--- config.mk ---
export PLATFORM = sky130hd
export DESIGN_NAME = uart_irq_status
export DESIGN_NICKNAME = d
export VERILOG_FILES = /design/src/rtl/uart_irq_status.sv
export SDC_FILE = /design/constraint.sdc
export NUM_CORES = 1
export LEC_CHECK = 0
export ABC_AREA = 1
export ABC_CLOCK_PERIOD_IN_PS = 2700
export CAP_MARGIN = 20
export CORE_AREA = 3 3 75 77
export DETAILED_ROUTE_END_ITERATION = 10
export DIE_AREA = 0 0 78 80
export GPL_TIMING_DRIVEN = 0
export PLACE_DENSITY = 0.77
export SLEW_MARGIN = 0
export SYNTH_ARGS = -nofsm -noshare
export SYNTH_HDL_FRONTEND = slang
export SYNTH_SLANG_ARGS = --single-unit
--- constraint.sdc ---
create_clock -name clk -period 2.7 [get_ports clk]
set_input_delay 0.54 -clock clk [delete_from_list [all_inputs] [get_ports clk]]
set_output_delay 0.54 -clock clk [all_outputs]
set_load 0.02 [all_outputs]
--- src/rtl/uart_irq_status.sv ---
module uart_irq_status #(
  parameter int FIFO_DEPTH = 16,
  parameter int CNT_W      = $clog2(FIFO_DEPTH + 1),
  parameter int TRIG_W     = 6,
  parameter int DATA_W     = 16,
  parameter int ADDR_W     = 3,
  parameter logic [TRIG_W-1:0] TRIG_RST = 6'h20
) (
  input  logic              clk,
  input  logic              rst_n,
  input  logic [CNT_W-1:0]  rx_count,
  input  logic [CNT_W-1:0]  tx_count,
  input  logic              ev_rx_ovr,
  input  logic              ev_tx_ovr,
  input  logic              ev_frame,
  input  logic              ev_parity,
  input  logic              ev_timeout,
  input  logic              ev_modem,
  input  logic              reg_wr,
  input  logic [ADDR_W-1:0] reg_addr,
  input  logic [DATA_W-1:0] reg_wdata,
  output logic [DATA_W-1:0] reg_rdata,
  output logic              irq
);

  localparam logic [ADDR_W-1:0] A_ENA    = ADDR_W'(0);
  localparam logic [ADDR_W-1:0] A_DIS    = ADDR_W'(1);
  localparam logic [ADDR_W-1:0] A_MASK   = ADDR_W'(2);
  localparam logic [ADDR_W-1:0] A_STICKY = ADDR_W'(3);
  localparam logic [ADDR_W-1:0] A_LIVE   = ADDR_W'(4);
  localparam logic [ADDR_W-1:0] A_RTRIG  = ADDR_W'(5);
  localparam logic [ADDR_W-1:0] A_TTRIG  = ADDR_W'(6);

  localparam int LV_TX_TRIG = 13;
  localparam int SK_TX_TRIG = 10;
  localparam int SK_RX_OVR  = 5;
  localparam int SK_FRAME   = 6;
  localparam int SK_PARITY  = 7;
  localparam int SK_TMO     = 8;
  localparam int SK_MODEM   = 9;
  localparam int SK_TX_OVR  = 12;

  logic [TRIG_W-1:0] rx_trig_q, tx_trig_q;
  logic [DATA_W-1:0] mask_q, sticky_q, live, set_vec, clr_vec;

  wire wr_ena    = reg_wr && (reg_addr == A_ENA);
  wire wr_dis    = reg_wr && (reg_addr == A_DIS);
  wire wr_sticky = reg_wr && (reg_addr == A_STICKY);
  wire wr_rtrig  = reg_wr && (reg_addr == A_RTRIG);
  wire wr_ttrig  = reg_wr && (reg_addr == A_TTRIG);

  always_comb begin
    live = '0;
    live[0] = 32'(rx_count) >= 32'(rx_trig_q);
    live[1] = rx_count == '0;
    live[2] = 32'(rx_count) == FIFO_DEPTH;
    live[3] = tx_count == '0;
    live[4] = 32'(tx_count) == FIFO_DEPTH;
    live[LV_TX_TRIG] = 32'(tx_count) >= 32'(tx_trig_q);
  end

  always_comb begin
    set_vec = '0;
    set_vec[4:0]       = live[4:0];
    set_vec[SK_TX_TRIG] = live[LV_TX_TRIG];
    set_vec[SK_RX_OVR] = ev_rx_ovr;
    set_vec[SK_FRAME]  = ev_frame;
    set_vec[SK_PARITY] = ev_parity;
    set_vec[SK_TMO]    = ev_timeout;
    set_vec[SK_MODEM]  = ev_modem;
    set_vec[SK_TX_OVR] = ev_tx_ovr;
  end

  assign clr_vec = wr_sticky ? reg_wdata : '0;

  always_ff @(posedge clk or negedge rst_n) begin
    if (!rst_n) begin
      sticky_q  <= '0;
      mask_q    <= '0;
      rx_trig_q <= TRIG_RST;
      tx_trig_q <= TRIG_RST;
      irq       <= 1'b0;
    end else begin
      sticky_q <= (sticky_q & ~clr_vec) | set_vec;
      if (wr_ena)   mask_q <= mask_q | reg_wdata;
      else if (wr_dis) mask_q <= mask_q & ~reg_wdata;
      if (wr_rtrig) rx_trig_q <= reg_wdata[TRIG_W-1:0];
      if (wr_ttrig) tx_trig_q <= reg_wdata[TRIG_W-1:0];
      irq <= |(mask_q & sticky_q);
    end
  end

  always_comb begin
    case (reg_addr)
      A_MASK:   reg_rdata = mask_q;
      A_STICKY: reg_rdata = sticky_q;
      A_LIVE:   reg_rdata = live;
      A_RTRIG:  reg_rdata = DATA_W'(rx_trig_q);
      A_TTRIG:  reg_rdata = DATA_W'(tx_trig_q);
      default:  reg_rdata = '0;
    endcase
  end

endmodule

==> impl_summary.md <==
Synthesis
Averaged over all synthesized cells, the footprint is 7.793 um2. By area the synthesized netlist is led by sky130_fd_sc_hd__dfrtp_1 44%, sky130_fd_sc_hd__nand2_1 12%, sky130_fd_sc_hd__o21ai_0 8.2%. Of all cell types, the one taking the most synthesized area is sky130_fd_sc_hd__dfrtp_1. Of the total synthesized cell area, the portion taken by XOR and XNOR cells is 0. The synthesized netlist occupies a cell area of 0.002455 mm2.

The post-synthesis mux area share is 0. Of the post-synthesis cell area, the dominant cell type holds 0.4383. The number of synthesis warnings is 0. Counting flops and latches in the post-synthesis netlist gives 45. The area share of fa/ha/maj cells after synthesis is 0.05097. The count of cell types in the netlist is 22.

The combinational family with the most area after synthesis is simple AND/OR/NAND/NOR gates. Of the total synthesized cell area, the portion taken by AND, OR, NAND and NOR gates is 0.2054. Synthesis produced a netlist whose cell count is 315. The compound-cell area share of the yosys netlist is 0.1891.

The sequential fraction of the synthesis area is 0.4597. Synthesis produced a netlist with a net count of 363.

Clock tree
The clock insertion delay at the later pin of the skew report is 0.30 ns. Clock-pin slew was measured on the worst setup and hold paths at 0.09 ns. The tree is rooted in a sky130_fd_sc_hd__clkbuf_8. The maximum clock insertion buffer count is 2. Counting every sink on the clock net gives 45. The CTS tree is done. The CTS H-tree depth is 2. The number of hold-repair buffers added at the cts stage is 0. The number of clock buffers added by TritonCTS is 5.

Setup path
The most frequent cell on the critical path is sky130_fd_sc_hd__nand2_1. The critical path runs through a total of 9 cells. On the critical path the largest part of the delay comes from buffers and inverters.

Traced cell by cell, the critical path runs through clkdlybuf4s50_1 > ha_1 > inv_1 > nor2_1 > a21boi_1 > nand2_1 > nand2_1 > nand2_1 > clkbuf_2. The data required time of the critical path is 2.16 ns. The classification of the worst setup path is input pin to output pin. The worst-case register-to-register setup slack is 1.47 ns. The element type at the critical path end is an output pin. The worst setup path is launched from an input pin. The critical path arrival is 2.03 ns. Measured in cells, the most critical reg-to-reg path has a length of 6. The slowest stage of the critical path is the sky130_fd_sc_hd__clkdlybuf4s50_1 cell. The number of buffers and inverters on the critical path is 3. The biggest fanout along the worst timing path is 4. For this run, the slowest stage of the critical path takes 0.49 ns.

GRT
The wire length of the first global-routing pass is 10.38 mm. In the global route stage, overall resource usage came out at 0.2115. The via count of the first global-routing pass is 2239. Entering global routing, the biggest net connects 33 pins.

After global routing the overflow that remains totals 0. The number of antenna violations at the first check in global routing is 0.

Detailed routing
The number of search-and-repair iterations in the first detailed-routing pass is 5. The detailed-route DRC error count is 0. The remaining number of nets flagged by the antenna check after routing is 0. The routed layout has 2361 vias. Using the TritonRoute via totals, the vias-per-cell ratio works out to 5.223.

Detailed routing placed a total of 386 um of wire on met3. The uppermost signal routing layer after detailed routing is met4. The total routed wire length on the met1 layer is 2.827 mm. Wire segments on met2 add up to 2.943 mm in the final route. For this block, the routed nets add up to 6.235 mm of wire. The DRC marker count from the first detailed-route iteration is 172. In the final routed layout, each cell accounts on average for 13.79 um.

Floorplanning
The number of cell rows is 26. The number of top-level pins is 55. The core footprint is 0.005075 mm2.

In this run the vertical extent of the chip is 80 um. The floorplan step defined a die boundary enclosing 0.006240 mm2. The effective utilization at floorplan is 0.4837.

The horizontal die dimension is 78 um.

STA
The number of endpoints with negative hold slack in the final report is 0. Setup repair after global routing left no endpoint under its margin. The max-slew violation count is 0. The clock tree skew after final layout is 0.01639 ns. The share of the clock period used by the worst path after layout is 0.9506. The shortest clock period the worst path allows after layout is 2.567 ns. Final hold analysis gives a worst-case slack of 0.1220 ns. At the pin with the least slew margin, the transition time is 0.4383 ns. The worst pin sits at a relative slew slack of 0.7078.

Based on the critical path, the design can be clocked at up to 389.6 MHz. Setup violations remaining at the end of the flow were counted as 0.

Cells and area
After the last flow step, the layout net total stands at 429. The top cell types in the final layout, fill and taps aside, are 77 x sky130_fd_sc_hd__nand2_1, 50 x sky130_fd_sc_hd__inv_1, 43 x sky130_fd_sc_hd__dfrtp_1. The finished layout holds 452 standard cells, fillers aside. The fraction of final layout cells sized beyond drive strength 1 is 0.08377. At the end of the flow the core is filled with cells to 0.6381. The area growth from synthesis to layout is 31.91%. The finished cells cover 0.003238 mm2. The most common cell after layout, fill and taps aside is sky130_fd_sc_hd__nand2_1. The count of antenna diodes in the layout is 0.

Place
The congestion estimate from routability-driven global placement came to 0.8893. Counting tap cells, the placed design contains a total of 440 instances. The post-detailed-placement cell area is 0.003098 mm2. Detailed placement ended at an HPWL of 4.782 mm. Port buffering added 54 buffers.

Min path
The worst min-delay path category is input pin to async pin.

Power and ir drop
The power density over the cells is 533.6 mW/mm2. The leakage power summed over all cells is 1.641 nW. The worst ir drop on vdd is 0.3253 mV.

Flow run
The count of max-cap constraint violations is 0.

Status
The run finished with clean final reports.
[stage by stage]
stage | total power, mW | setup TNS, ns | setup slack, ns
3_5_place_dp | 1.306 | -7.492 | -0.5728
6_report | 1.728 | 0 | 0.1335
3_3_place_gp | 1.284 | -11.76 | -0.5166
2_1_floorplan | 1.104 | 0 | 0.8001
4_1_cts | 1.733 | -0.003843 | -0.002360
5_1_grt | 1.838 | 0 | 0.02544
[cell type report]
| type | instances | area (um2) |
|---|---|---|
| fillers | 458 | 1837 |
| flip-flops and latches | 45 | 1129 |
| multi-input cells | 210 | 1111 |
| repair buffers | 59 | 576.8 |
| plain buffers | 7 | 38.79 |
| clock buffers | 6 | 82.58 |
| inverters | 53 | 198.9 |
| well taps | 70 | 87.58 |
| clock inverters | 2 | 13.76 |
[timing repair]
| action | 4_1_cts | 5_1_grt |
|---|---|---|
| resized for setup | 28 | 7 |
| pin swaps | 2 | 0 |
| setup buffers | 4 | 0 |
| setup endpoints to repair | 16 | 16 |
[synth_stat cells (all sizes together)]
cell type  number
clkbuf          1
nand2          78
nor2           17
buf             6
a22oi           1
o21ai          67
o21bai          1
nor3            2
nand4          10
nand3           5
dfrtp          43
nand3b          4
a22o            9
a21boi          2
ha             10
dfstp           2
a21oi           4
inv            53
[power by group]
part / switching (mW) / internal [mW] / total [mW]
Combinational: 0.247 / 0.194 / 0.442
Clock: 0.230 / 0.208 / 0.438
Sequential: 0.0727 / 0.776 / 0.848
Total: 0.550 / 1.18 / 1.73
[metal layers]
metal | GRT usage | up-vias
met2 | 0.3459 | 86
met3 | 0.03160 | 10
met4 | 0.07692 | 0
met5 | 0 | -
met1 | 0.2857 | 1109
li1 | - | 1156
[worst reg2reg max path, delay by kind of cell (launching register included)]
kind | cells | cell delay [ns]
and+or+nand+nor | 3 | 0.22
adders and majority gates | 1 | 0.25
AOI/OAI and AO/OA | 1 | 0.15
DFF | 1 | 0.39
buffers and inverters | 1 | 0.11
[cell families (layout without fill, tap and decap cells)]
family                     after synthesis  in the layout
adders and majority gates               10             10
buffers and inverters                   60            127
and+or+nand+nor                        116            116
AOI/OAI and AO/OA                       84             84
DFF                                     45             45
[worst paths after layout]
path | startpoint | endpoint
setup / recovery | tx_count[4] | reg_rdata[13]
hold / removal | rst_n | sticky_q[9]
setup reg to reg | rx_trig_q[3] | sticky_q[0]
hold reg to reg | rx_trig_q[1] | rx_trig_q[1]
max in group asynchronous | rst_n | rx_trig_q[5]
min in group clk | rx_trig_q[1] | rx_trig_q[1]
Power figures use the tool's default switching activity.
